File: src/rtl/cfg_window_pkg.sv
package cfg_window_pkg;
  typedef enum logic [1:0] {
    SZ_256M = 2'b00,
    SZ_128M = 2'b01,
    SZ_64M  = 2'b10,
    SZ_RSVD = 2'b11
  } win_size_e;

  localparam int REG_W    = 64;
  localparam int LANES    = REG_W / 8;
  localparam int EN_BIT   = 0;
  localparam int SZ_LSB   = 1;
  localparam int BASE_TOP = 35;
  localparam int OFF_W    = 28;
  localparam int LOG2_W   = 5;

  typedef struct packed {
    logic [7:0]  bus;
    logic [4:0]  dev;
    logic [2:0]  fn;
    logic [11:0] rg;
  } bdf_t;

  function automatic logic [LOG2_W-1:0] size_log2(input win_size_e code);
    case (code)
      SZ_256M: size_log2 = LOG2_W'(28);
      SZ_128M: size_log2 = LOG2_W'(27);
      SZ_64M:  size_log2 = LOG2_W'(26);
      default: size_log2 = '0;
    endcase
  endfunction
endpackage

File: src/rtl/cfg_window_reg.sv
module cfg_window_reg
  import cfg_window_pkg::*;
#(
  parameter logic [REG_W-1:0] RESET_VAL = 64'h0000_0000_B000_0001
) (
  input  logic             clk,
  input  logic             rst,
  input  logic             wr_en,
  input  logic [LANES-1:0] wr_be,
  input  logic [REG_W-1:0] wr_data,
  output logic [REG_W-1:0] cfg_q,
  output logic             err_q
);
  logic [7:0] lane_q [LANES];

  for (genvar b = 0; b < LANES; b++) begin : g_lane
    always_ff @(posedge clk) begin
      if (rst)
        lane_q[b] <= RESET_VAL[b*8 +: 8];
      else if (wr_en && wr_be[b])
        lane_q[b] <= wr_data[b*8 +: 8];
    end
    assign cfg_q[b*8 +: 8] = lane_q[b];
  end

  // Sticky reserved-size flag; only a write to lane 0 can change it.
  always_ff @(posedge clk) begin
    if (rst)
      err_q <= (RESET_VAL[SZ_LSB +: 2] == SZ_RSVD);
    else if (wr_en && wr_be[0])
      err_q <= (wr_data[SZ_LSB +: 2] == SZ_RSVD);
  end

  // no write strobe, no change
  p_hold_no_write_r4: assert property (@(posedge clk) disable iff (rst)
    !wr_en |=> $stable(cfg_q));

  // flag agrees with the stored size code
  p_err_matches_code_r6: assert property (@(posedge clk) disable iff (rst)
    err_q == (cfg_q[SZ_LSB +: 2] == SZ_RSVD));
endmodule

File: src/rtl/cfg_window_decode.sv
module cfg_window_decode
  import cfg_window_pkg::*;
#(
  parameter int ADDR_W = 40
) (
  input  logic              clk,
  input  logic              rst,
  input  logic [REG_W-1:0]  cfg_q,
  input  logic              err_q,
  output logic              win_valid,
  output logic [ADDR_W-1:0] win_base,
  output logic [ADDR_W-1:0] win_low_mask,
  output logic [LOG2_W-1:0] win_log2
);
  localparam logic [ADDR_W-1:0] TOP_MASK = (ADDR_W'(1) << (BASE_TOP + 1)) - ADDR_W'(1);

  win_size_e code;

  always_comb begin
    code         = win_size_e'(cfg_q[SZ_LSB +: 2]);
    win_log2     = size_log2(code);
    win_low_mask = (ADDR_W'(1) << win_log2) - ADDR_W'(1);
    win_valid    = cfg_q[EN_BIT] && !err_q;
    if (code == SZ_RSVD)
      win_base = '0;
    else
      win_base = cfg_q[ADDR_W-1:0] & TOP_MASK & ~win_low_mask;
  end

  // a valid window has one of the three legal sizes
  p_legal_size_r3: assert property (@(posedge clk) disable iff (rst)
    win_valid |-> (win_log2 == 5'd26 || win_log2 == 5'd27 || win_log2 == 5'd28));

  // an error never coexists with a valid window
  p_err_blocks_valid_r6: assert property (@(posedge clk) disable iff (rst)
    err_q |-> !win_valid);
endmodule

File: src/rtl/cfg_window_match.sv
module cfg_window_match
  import cfg_window_pkg::*;
#(
  parameter int ADDR_W = 40
) (
  input  logic              clk,
  input  logic              rst,
  input  logic              win_valid,
  input  logic [ADDR_W-1:0] win_base,
  input  logic [ADDR_W-1:0] win_low_mask,
  input  logic [LOG2_W-1:0] win_log2,
  input  logic [ADDR_W-1:0] lk_addr,
  output logic              lk_hit,
  output bdf_t              lk_bdf
);
  logic [OFF_W-1:0] offset;

  always_comb begin
    lk_hit = win_valid && (((lk_addr ^ win_base) & ~win_low_mask) == '0);
    offset = lk_addr[OFF_W-1:0] & win_low_mask[OFF_W-1:0];
    if (lk_hit)
      lk_bdf = {offset[27:20], offset[19:15], offset[14:12], offset[11:0]};
    else
      lk_bdf = '0;
  end

  // disabled or invalid window never hits
  p_no_hit_invalid_r2: assert property (@(posedge clk) disable iff (rst)
    !win_valid |-> !lk_hit);

  // bus bits beyond a 64 MiB window stay zero
  p_bus_bound_r8: assert property (@(posedge clk) disable iff (rst)
    (lk_hit && win_log2 == 5'd26) |-> (lk_bdf.bus[7:6] == 2'b00));

  // a miss reports empty fields
  p_miss_zero_r8: assert property (@(posedge clk) disable iff (rst)
    !lk_hit |-> (lk_bdf == '0));
endmodule

File: src/rtl/cfg_window_decoder.sv
module cfg_window_decoder
  import cfg_window_pkg::*;
#(
  parameter int ADDR_W = 40,
  parameter logic [63:0] RESET_VAL = 64'h0000_0000_B000_0001
) (
  input  logic              clk,
  input  logic              rst,
  input  logic              wr_en,
  input  logic [7:0]        wr_be,
  input  logic [63:0]       wr_data,
  output logic [63:0]       rd_data,
  output logic              win_valid,
  output logic [ADDR_W-1:0] win_base,
  output logic [4:0]        win_log2,
  output logic              len_err,
  input  logic [ADDR_W-1:0] lk_addr,
  output logic              lk_hit,
  output logic [7:0]        lk_bus,
  output logic [4:0]        lk_dev,
  output logic [2:0]        lk_fn,
  output logic [11:0]       lk_reg
);
  logic [REG_W-1:0]  cfg_q;
  logic              err_q;
  logic [ADDR_W-1:0] low_mask;
  bdf_t              bdf;

  cfg_window_reg #(.RESET_VAL(RESET_VAL)) u_reg (
    .clk(clk), .rst(rst), .wr_en(wr_en), .wr_be(wr_be),
    .wr_data(wr_data), .cfg_q(cfg_q), .err_q(err_q)
  );

  cfg_window_decode #(.ADDR_W(ADDR_W)) u_dec (
    .clk(clk), .rst(rst), .cfg_q(cfg_q), .err_q(err_q),
    .win_valid(win_valid), .win_base(win_base),
    .win_low_mask(low_mask), .win_log2(win_log2)
  );

  cfg_window_match #(.ADDR_W(ADDR_W)) u_match (
    .clk(clk), .rst(rst), .win_valid(win_valid), .win_base(win_base),
    .win_low_mask(low_mask), .win_log2(win_log2), .lk_addr(lk_addr),
    .lk_hit(lk_hit), .lk_bdf(bdf)
  );

  assign rd_data = cfg_q;
  assign len_err = err_q;
  assign lk_bus  = bdf.bus;
  assign lk_dev  = bdf.dev;
  assign lk_fn   = bdf.fn;
  assign lk_reg  = bdf.rg;
endmodule

File: config.mk
export PLATFORM = sky130hd
export DESIGN_NAME = cfg_window_decoder
export DESIGN_NICKNAME = d
export VERILOG_FILES = /design/src/rtl/cfg_window_pkg.sv /design/src/rtl/cfg_window_reg.sv /design/src/rtl/cfg_window_decode.sv /design/src/rtl/cfg_window_match.sv /design/src/rtl/cfg_window_decoder.sv
export SDC_FILE = /design/constraint.sdc
export NUM_CORES = 1
export LEC_CHECK = 0
export ABC_AREA = 1
export BUFFER_PORTS_ARGS = -buffer_cell sky130_fd_sc_hd__buf_2
export CAP_MARGIN = 20
export CORE_AREA = 2 2 100 102
export CTS_BUF_LIST = sky130_fd_sc_hd__clkbuf_8 sky130_fd_sc_hd__clkbuf_16
export DETAILED_ROUTE_END_ITERATION = 16
export DIE_AREA = 0 0 102 104
export HOLD_SLACK_MARGIN = 0.15
export PLACE_DENSITY_LB_ADDON = 0.25
export REMOVE_ABC_BUFFERS = 1
export SYNTH_ARGS = -nofsm -noshare
export SYNTH_HDL_FRONTEND = slang
export SYNTH_SLANG_ARGS = --single-unit
File: constraint.sdc
create_clock -name clk -period 3.6 [get_ports clk]
set_input_delay 0 -clock clk [delete_from_list [all_inputs] [get_ports clk]]
set_output_delay 0 -clock clk [all_outputs]
set_load 0.005 [all_outputs]
==> out/metrics.yaml <==
clock_tree:
  htree_levels: 3
  cts_resized: 0
  clkTransAtPathRegs_ns: 0.06
  holdBufCountCts: 65
  post_cts_buffers: 0
  tritoncts: "built"
  clock_latency_ns: 0.34
  cts_made_buffers: 9
  cts.sinks: 65
  ctsLongestPathBuffers: 2
  cts-root-buf: "clkbuf_8"
finish:
  areaGrowthSynthToFinish_pct: 50.5
  finalNonFillerCells: 877
  drive_above_1_share_pct: 35.6
  fin_nets: 863
  n_antenna_cell: 0
detailed_routing:
  drc_errors: 0
  wl_per_cell_um: 13.4
  dr.pass1.iters: 4
  route.vias.total: 3807
  avgViaCountPerCell: 4.34
  antenna_left: 0
  initialDrtViolationCount: 153
  drt_wl_total_um: 11700
critical_path:
  cp_slowest_cell: "inv_2"
  crit_path_frequent_cell: "nand2_1"
  rr_startpoint: "u_reg.err_q"
  arrival_ns: 2.98
  reg2reg_depth: 2
  crit_path_end_kind: "output pin"
  startpoint: "u_reg.lane_q[0][1]"
  regToRegEndpoint: "u_reg.err_q"
  rrSetupSlack_ns: 3.02
  criticalPathCategory: "reg2out"
  path_max_fanout: 42
  path_cells: "ha_1 > inv_2 > nand2_1 > nand2_1 > nand2_1 > nor2_1 > nand2_1 > nor2_1 > nand2_1 > buf_4 > nor3_1 > buf_2"
  max_stage_delay_ns: 0.53
  startpoint_type: "register"
  crit_required_ns: 3.60
timing:
  period_minus_slack_ns: 2.98
  setup_viol: 0
  rsz0062_at_grt: "no"
  slew_viol_final: 0
  hold_slack_ns: 0.150
  fmax_mhz: 336
  hold_violations: 0
  relSlewSlack_pct: 60.3
  finalSetupTns_ns: 0
  tightest_slew_ns: 0.595
  skew_ns: 0
  post-route-period-util_pct: 82.7
logic_synthesis:
  syn_inst: 452
  syn_avg_cell_area_um2: 8.43
  synth_area_leaders: "edfxtp_1 50%, nand2_1 9.3%, inv_1 8.5%, nor2_1 8.3%, buf_4 6.5%"
  ys_ff_latch: 65
  syn-cell-area_mm2: 0.00381
  yosys.area.top_type_share_pct: 50.4
  yosys.area.top_type: "edfxtp_1"
  ys_warn_count: 0
  yosysUniqueCellTypes: 21
  yosysSeqAreaShare_pct: 50.9
floorplanning:
  io_pins: 255
  dieArea_mm2: 0.0106
  core-area_mm2: 0.00955
  start_util_pct: 39.9
  die_width_um: 102
  die_y_um: 104
  rows: 36
hold_path:
  hp-class: "in2reg"
  min_to: "u_reg.lane_q[0][26]"
  min_path_cells: 3
  hold_start: "wr_be[3]"
grt:
  antenna_found_initial: 0
  grt_pass1_vias: 3888
  grt_overflow: 0
  track_usage_pct: 21.7
  grt_pass1_wl_um: 17800
  grt_max_degree: 43
placed_design:
  gp_congestion: 0.805
  place.detailed.hpwl_um: 8400
  portBuffers: 224
  dp.cells: 796
pwr:
  seq_power_share_pct: 48.3
  power_leakage_nw: 3.15
  comb_power_share_pct: 21.6
  peakVddDrop_uv: 293
  switchingPower_mw: 0.514
  p_int_mw: 1.39
  powerDensity_mw_per_mm2: 332
  sw_frac_of_total_pct: 27.0
  clkPwrFrac_pct: 30.1
job:
  cap_violations: 0
run_status:
  outcome: "finished, final reports clean"
## cell type report
type | instances | area [um2]
fillers | 853 | 3810
flip-flops and latches | 65 | 1940
repair buffers | 292 | 1790
multi-input cells | 285 | 1340
inverters | 87 | 327
well taps | 133 | 166
clock buffers | 9 | 124
clock inverters | 6 | 51.3
## sequential cells by signal, indices dropped and copies added (netlist names)
signal        cells
u_reg.err_q       1
u_reg.lane_q     64
## how the worst max path moves through the flow
| stage | end | slack [ns] | cells past startpoint |
|---|---|---|---|
| 6_report | lk_bus[7] | 0.62 | 12 |
| 2_1_floorplan | lk_bus[7] | 0.80 | 8 |
| 4_1_cts | lk_bus[7] | 0.56 | 12 |
| 5_1_grt | lk_reg[2] | 0.26 | 12 |
| 3_3_place_gp | lk_bus[7] | 1.07 | 12 |
| 3_5_place_dp | lk_bus[7] | 0.94 | 12 |
## stage by stage
| stage | instance area (um2) | setup WS, ns | power [mW] | utilization, % |
|---|---|---|---|---|
| 2_1_floorplan | 3600 | 0.804 | 1.09 | - |
| 3_3_place_gp | 4910 | 1.07 | 1.28 | 51.4 |
| 3_5_place_dp | 4910 | 0.941 | 1.29 | 51.4 |
| 4_1_cts | 5730 | 0.556 | 1.91 | 60.0 |
| 5_1_grt | 5740 | 0.264 | 1.99 | 60.1 |
| 6_report | 5740 | 0.623 | 1.90 | 60.1 |
## Yosys cell counts
cell type,n
a21oi_1,3
buf_2,4
buf_4,33
buf_6,3
clkbuf_1,4
conb_1,1
dfxtp_1,1
edfxtp_1,64
ha_1,8
inv_1,86
inv_2,1
nand2_1,94
nand3_1,23
nand3b_1,1
nor2_1,84
nor3_1,10
nor3_2,19
o21ai_0,4
o21ai_1,1
o21bai_1,2
or2_2,6
## critical path, delay by kind of cell, from the launching register on
kind                       cells  cell delay, ns
DFF                            1            0.47
buffers and inverters          3            0.91
adders and majority gates      1            0.43
and+or+nand+nor                8            0.80
## power by group through the flow
stage	logic [mW]	registers [mW]	clock network [mW]
CTS	0.406	0.921	0.581
global placement	0.345	0.933	0
finish	0.411	0.920	0.572
global route	0.457	0.927	0.608
detailed placement	0.351	0.936	0
floorplan	0.151	0.941	0
## logic make-up after synthesis
kind of cell,synth area share (%)
other,0.0984
and+or+nand+nor,28.0
AOI/OAI and AO/OA,1.44
buffers and inverters,16.9
DFF,50.9
adders and majority gates,2.63
## routing by layer
layer	wire length, um	up-vias	track usage, %
met3	1120	17	7.46
met2	6390	177	42.3
met5	0	-	0
met1	4030	1710	20.0
li1	-	1903	-
met4	202	0	7.81
## cells in the final DEF (no fill, tap or decap)
cell,count
clkbuf_8,9
nand3_1,23
or2_2,6
nor3_1,10
o21ai_1,1
edfxtp_1,64
bufinv_16,1
inv_2,1
buf_4,2
a21oi_1,3
nand3b_1,1
o21bai_1,2
buf_2,225
dfxtp_1,1
inv_1,87
clkinv_1,2
conb_1,30
clkinv_2,2
nor3_2,19
dlygate4sd3_1,65
o21ai_0,4
nand2_1,94
nor2_1,84
ha_1,8
(Power assumes the default switching activity.)
